**config.mk**
```make
export PLATFORM = sky130hd
export DESIGN_NAME = irq_group_agg
export DESIGN_NICKNAME = d
export VERILOG_FILES = /design/src/rtl/irq_agg_pkg.sv /design/src/rtl/irq_edge_capture.sv /design/src/rtl/irq_pend_bank.sv /design/src/rtl/irq_group_or.sv /design/src/rtl/irq_regs.sv /design/src/rtl/irq_group_agg.sv
export SDC_FILE = /design/constraint.sdc
export NUM_CORES = 1
export LEC_CHECK = 0
export ABC_CLOCK_PERIOD_IN_PS = 1710
export BUFFER_PORTS_ARGS = -buffer_cell sky130_fd_sc_hd__clkbuf_2
export CAP_MARGIN = 20
export CORE_UTILIZATION = 51
export CTS_BUF_LIST = sky130_fd_sc_hd__clkbuf_2 sky130_fd_sc_hd__clkbuf_4 sky130_fd_sc_hd__clkbuf_8
export DETAILED_ROUTE_END_ITERATION = 10
export PLACE_DENSITY_LB_ADDON = 0.25
export SETUP_SLACK_MARGIN = 0.1
export SLEW_MARGIN = 0
export SYNTH_ARGS = -nofsm -noshare
export SYNTH_HDL_FRONTEND = slang
export SYNTH_HIERARCHICAL = 1
export SYNTH_SLANG_ARGS = --single-unit
```
**constraint.sdc**
```tcl
create_clock -name clk -period 1.71 [get_ports clk]
set_input_delay 0.2565 -clock clk [delete_from_list [all_inputs] [get_ports clk]]
set_output_delay 0.2565 -clock clk [all_outputs]
set_load 0.005 [all_outputs]
```
**src/rtl/irq_agg_pkg.sv**
```systemverilog
package irq_agg_pkg;

  localparam int NUM_SRC  = 22;
  localparam int GRP_CNT  = 4;
  localparam int MASK_GRP = 0;   // only this group has mask bits; it starts at bit 0

  localparam int GRP_BASE [GRP_CNT] = '{0, 7, 10, 11};
  localparam int GRP_SIZE [GRP_CNT] = '{7, 3, 1, 11};

  // Bit vector selecting the sources that belong to group g
  function automatic logic [NUM_SRC-1:0] grp_mask(input int g);
    logic [NUM_SRC-1:0] m;
    m = '0;
    for (int b = 0; b < NUM_SRC; b++) begin
      if (b >= GRP_BASE[g] && b < GRP_BASE[g] + GRP_SIZE[g]) m[b] = 1'b1;
    end
    return m;
  endfunction

endpackage

```
**src/rtl/irq_edge_capture.sv**
```systemverilog
module irq_edge_capture #(
  parameter int N      = 22,
  parameter int STAGES = 2
) (
  input  logic         clk,
  input  logic         rst,
  input  logic [N-1:0] src_i,
  output logic [N-1:0] rise_o
);

  logic [N-1:0] sync_q [STAGES];
  logic [N-1:0] last_q;

  always_ff @(posedge clk) begin
    if (rst) begin
      for (int s = 0; s < STAGES; s++) sync_q[s] <= '0;
      last_q <= '0;
    end else begin
      sync_q[0] <= src_i;
      for (int s = 1; s < STAGES; s++) sync_q[s] <= sync_q[s-1];
      last_q <= sync_q[STAGES-1];
    end
  end

  assign rise_o = sync_q[STAGES-1] & ~last_q;

endmodule

```
**src/rtl/irq_pend_bank.sv**
```systemverilog
module irq_pend_bank #(
  parameter int N = 22
) (
  input  logic         clk,
  input  logic         rst,
  input  logic [N-1:0] set_i,
  input  logic         clr_we_i,
  input  logic [N-1:0] keep_i,   // 0 = clear this bit, 1 = keep
  output logic [N-1:0] pend_o
);

  logic [N-1:0] pend_q;
  logic [N-1:0] keep_w;

  assign keep_w = clr_we_i ? keep_i : '1;

  always_ff @(posedge clk) begin
    if (rst) pend_q <= '0;
    else     pend_q <= (pend_q & keep_w) | set_i;   // a new edge beats the clear
  end

  assign pend_o = pend_q;

endmodule

```
**src/rtl/irq_group_or.sv**
```systemverilog
module irq_group_or
  import irq_agg_pkg::*;
#(
  parameter int N    = NUM_SRC,
  parameter int EN_W = GRP_SIZE[MASK_GRP]
) (
  input  logic               clk,
  input  logic               rst,
  input  logic [N-1:0]       pend_i,
  input  logic [EN_W-1:0]    en_n_i,
  output logic [GRP_CNT-1:0] grp_o
);

  logic [N-1:0]       en_gate;
  logic [GRP_CNT-1:0] any_w;
  logic [GRP_CNT-1:0] grp_q;

  assign en_gate = {{(N-EN_W){1'b1}}, ~en_n_i};

  for (genvar g = 0; g < GRP_CNT; g++) begin : g_grp
    logic [N-1:0] hit;
    if (g == MASK_GRP) begin : g_masked
      assign hit = pend_i & grp_mask(g) & en_gate;
    end else begin : g_open
      assign hit = pend_i & grp_mask(g);
    end
    assign any_w[g] = |hit;
  end

  always_ff @(posedge clk) begin
    if (rst) grp_q <= '0;
    else     grp_q <= any_w;
  end

  assign grp_o = grp_q;

endmodule

```
**src/rtl/irq_regs.sv**
```systemverilog
module irq_regs #(
  parameter int                DATA_W  = 32,
  parameter int                ADDR_W  = 4,
  parameter int                N       = 22,
  parameter int                EN_W    = 7,
  parameter logic [ADDR_W-1:0] STS_OFS = 4'h4,
  parameter logic [ADDR_W-1:0] EN_OFS  = 4'h8
) (
  input  logic              clk,
  input  logic              rst,
  input  logic              sel_i,
  input  logic              wr_i,
  input  logic [ADDR_W-1:0] addr_i,
  input  logic [DATA_W-1:0] wdata_i,
  input  logic [N-1:0]      pend_i,
  output logic              clr_we_o,
  output logic [N-1:0]      keep_o,
  output logic [EN_W-1:0]   en_n_o,
  output logic [DATA_W-1:0] rdata_o
);

  logic [EN_W-1:0]   en_n_q;
  logic [DATA_W-1:0] rdata_q;
  logic              en_we;
  logic              unused_wdata_bits;

  assign clr_we_o = sel_i & wr_i & (addr_i == STS_OFS);
  assign en_we    = sel_i & wr_i & (addr_i == EN_OFS);
  assign keep_o   = wdata_i[N-1:0];
  assign unused_wdata_bits = ^wdata_i[DATA_W-1:N];

  always_ff @(posedge clk) begin
    if (rst)        en_n_q <= '1;
    else if (en_we) en_n_q <= wdata_i[EN_W-1:0];
  end

  always_ff @(posedge clk) begin
    if (rst) begin
      rdata_q <= '0;
    end else if (sel_i && !wr_i) begin
      case (addr_i)
        STS_OFS: rdata_q <= DATA_W'(pend_i);
        EN_OFS:  rdata_q <= DATA_W'(en_n_q);
        default: rdata_q <= '0;
      endcase
    end
  end

  assign en_n_o  = en_n_q;
  assign rdata_o = rdata_q;

endmodule

```
**src/rtl/irq_group_agg.sv**
```systemverilog
module irq_group_agg
  import irq_agg_pkg::*;
#(
  parameter int                DATA_W      = 32,
  parameter int                ADDR_W      = 4,
  parameter int                SYNC_STAGES = 2,
  parameter logic [ADDR_W-1:0] STS_OFS     = 4'h4,
  parameter logic [ADDR_W-1:0] EN_OFS      = 4'h8
) (
  input  logic               clk,
  input  logic               rst,
  input  logic [NUM_SRC-1:0] irq_src,
  input  logic               bus_sel,
  input  logic               bus_wr,
  input  logic [ADDR_W-1:0]  bus_addr,
  input  logic [DATA_W-1:0]  bus_wdata,
  output logic [DATA_W-1:0]  bus_rdata,
  output logic [GRP_CNT-1:0] irq_grp
);

  localparam int EN_W = GRP_SIZE[MASK_GRP];

  logic [NUM_SRC-1:0] rise_w;
  logic [NUM_SRC-1:0] pend_q;
  logic [NUM_SRC-1:0] keep_w;
  logic               clr_we;
  logic [EN_W-1:0]    en_n_w;

  irq_edge_capture #(.N(NUM_SRC), .STAGES(SYNC_STAGES)) u_edge (
    .clk(clk), .rst(rst), .src_i(irq_src), .rise_o(rise_w)
  );

  irq_pend_bank #(.N(NUM_SRC)) u_pend (
    .clk(clk), .rst(rst), .set_i(rise_w), .clr_we_i(clr_we),
    .keep_i(keep_w), .pend_o(pend_q)
  );

  irq_regs #(
    .DATA_W(DATA_W), .ADDR_W(ADDR_W), .N(NUM_SRC), .EN_W(EN_W),
    .STS_OFS(STS_OFS), .EN_OFS(EN_OFS)
  ) u_regs (
    .clk(clk), .rst(rst), .sel_i(bus_sel), .wr_i(bus_wr), .addr_i(bus_addr),
    .wdata_i(bus_wdata), .pend_i(pend_q), .clr_we_o(clr_we), .keep_o(keep_w),
    .en_n_o(en_n_w), .rdata_o(bus_rdata)
  );

  irq_group_or #(.N(NUM_SRC), .EN_W(EN_W)) u_grp (
    .clk(clk), .rst(rst), .pend_i(pend_q), .en_n_i(en_n_w), .grp_o(irq_grp)
  );

endmodule

```
==> metrics.txt <==
async set-reset flop share out of synthesis 0%; number of levels in the clock H-tree 4; routed via count 2881; TritonCTS sink count 121; buffers from clock root to sink, at most 2; count of input and output buffers 77; starting DRC count in detailed routing 118; fin worst setup slack 0.568 ns; number of nets in the layout 548; global-route wire length before repair 11800 um; Horiz. Die Dim 96.4 um; total half-perimeter wirelength after legalization and detailed placement 5050 um; insertion delay to the later sink of the worst-skew pair 0.42 ns; sequential area share after synthesis 53.3%; aggregate global routing overflow 0; Final Slew Violations 0; fin crit period 1.14 ns; netlist area before placement 4550 sq um; fin crit share 66.8%; switching power total 1.30 mW; Initial Utilization 52.4%; post-synthesis cell type with the largest combined area sky130_fd_sc_hd__dfxtp_1; area enclosed by the die boundary 9290 sq um; share of total power in the clock network 46.0%; IR Drop Worst-Case VDD 0.476 mV; number of cells in the design after placement 575; FMAX 875 MHz; count of yosys warnings during synthesis 6; syn avg cell area 10.6 sq um; Row Count 34; fraction of synthesized cell area taken by the top area cell type 53.3%; worst min-delay path category primary input to flip-flop; largest net degree at the start of global routing 70; final clock skew 0.0115 ns; routed length per placed instance 12.4 um; total leakage power 2.22 nW; CP Launch Type flip-flop; internal power 4.79 mW; Synth Instances 428; floorplan core area 8680 sq um; worst endpoint required time 1.45 ns; RSZ-0062 raised after global routing false; antenna violations before repair 0; root buffer selected by CTS sky130_fd_sc_hd__clkbuf_8; status complete, no violations; critical path's top delay family flip-flops; die boundary height 96.4 um; pre-CTS setup slack 0.256 ns; post-place instance area 4810 sq um; Pwr per Cell Area 1160 nW/um^2; sequential power share 48.6%; Post-CTS Hold Fix Bufs 0; Total Power 6.10 mW; Total Wirelength 7510 um; DRC viols 0; area delta synth->final 15.7%; sum of negative setup slack 0 ns; type of the worst setup path flip-flop to output pin; Worst path slowest cell sky130_fd_sc_hd__dfxtp_1; final hold violations 0; clock buffers created by TritonCTS 17; area taken by flip-flops and latches 2420 sq um; Net Sw Frac 21.4%; top-level I/O count 98; clock edge transition at the registers on the reported setup and hold paths 0.08 ns; diode insertion count for antenna repair 0; Critical Path End Type output pin; share of final-layout standard cells stronger than drive strength 1 32.3%; number of violations of the max-capacitance limit 0; All-Layer GR Usage 17.0%; drt first pass iters 4; slew at the pin closest to its max-slew limit 0.828 ns; setup-violating endpoint count in the final report 0; Comb pwr share 5.4%; via count of the first global-routing pass 2546; area of all placed cells without fillers 5260 sq um; commonest register cell after synthesis sky130_fd_sc_hd__dfxtp_1; distinct cell type count after synthesis 26; post-detailed-route count of antenna-violating nets 0; delay of the slowest critical-path stage 0.35 ns; ranking of synthesized cells by instance count sky130_fd_sc_hd__dfxtp_1, sky130_fd_sc_hd__nor2b_1, sky130_fd_sc_hd__nor2_1; most repeated cell in the gate-level netlist after synthesis sky130_fd_sc_hd__dfxtp_1; critical path peak fanout 2; CTS tree yes; data arrival time of the worst path 0.89 ns; number of non-filler instances in the completed layout 607; worst path bufs/invs 1; cell breakdown of the critical path clkbuf_2; cell types with the largest area share after synthesis sky130_fd_sc_hd__dfxtp_1, sky130_fd_sc_hd__nor2b_1, sky130_fd_sc_hd__nor3b_2; register bit count reported by yosys 121; cts repair resizes 0; Post-CTS Repair Setup Buffers 0; number of vias per cell 4.75; total of fill cells in the finished design 749; area occupied by multi-input gates 1760 sq um; GP Congestion 0.744; number of synthesized flops with an enable pin 0; max-slew headroom at the worst pin 44.8%
-- cell families after synthesis --
logic type / Yosys count / share of synthesized area, %
and+or+nand+nor: 205 / 30.6
AOI/OAI and AO/OA: 34 / 5.59
buffers and inverters: 60 / 8.95
DFF: 121 / 53.3
muxes: 7 / 1.54
other: 1 / 0.0825
-- cell type report --
cell class	count	area share [%]
inverters	6	0.428
clock buffers	22	5.40
flip-flops and latches	121	46.1
clock inverters	10	3.16
well taps	108	2.57
repair buffers	84	8.85
multi-input cells	256	33.5
-- worst paths after layout --
check / start / endpoint / slack, ns / depth (start not counted)
hold reg to reg: u_edge/sync_q[0][17] / u_edge/sync_q[0][39] / 0.43 / 1
hold / removal: irq_src[11] / u_edge/sync_q[0][11] / 0.04 / 2
setup / recovery: u_regs/rdata_o[15] / bus_rdata[15] / 0.57 / 1
setup reg to reg: u_pend/pend_o[12] / u_grp/grp_o[3] / 0.68 / 2
-- sequential cells by signal (all words and copies together) (netlist names) --
register / flops
u_grp/grp_o: 4
u_pend/pend_o: 22
u_regs/en_n_o: 7
u_edge/sync_q: 44
u_edge/last_q: 22
u_regs/rdata_o: 22
-- metrics by stage --
step	hold slack [ns]	util (%)
2_1_floorplan	0.326	-
3_3_place_gp	0.419	55.4
3_5_place_dp	0.420	55.4
4_1_cts	0.0147	60.6
5_1_grt	0.0224	60.6
6_report	0.0413	60.6
-- layout by cell type (no fill, tap or decap), drive strengths merged, types with 3 or more instances in the layout --
| master | Yosys | routed |
|---|---|---|
| nor2 | 52 | 52 |
| buf | 46 | 8 |
| inv | 6 | 7 |
| nand3b | 7 | 7 |
| nor3 | 24 | 24 |
| clkinv | 0 | 3 |
| bufinv | 0 | 4 |
| nor3b | 22 | 22 |
| conb | 1 | 10 |
| o21ai | 7 | 7 |
| nor2b | 92 | 92 |
| nor4b | 3 | 3 |
| mux2i | 7 | 7 |
| dfxtp | 121 | 121 |
| a32oi | 15 | 15 |
| clkbuf | 8 | 98 |
| a22oi | 8 | 8 |
-- power groups by stage --
| stage | clock network (mW) | logic [mW] | registers, mW |
|---|---|---|---|
| after floorplan | 0 | 0.273 | 3.01 |
| after global placement | 0 | 0.320 | 3.02 |
| after detailed placement | 0 | 0.329 | 3.03 |
| after CTS | 2.88 | 0.332 | 2.96 |
| after global routing | 3.01 | 0.371 | 2.98 |
| final | 2.80 | 0.329 | 2.97 |
-- layer usage --
layer	track usage [%]	wire [um]
met3	6.89	404
met5	0	0
met2	24.2	3250
met4	6.74	75
met1	22.9	3790
Note: power is estimated with default switching activity, not from simulation.
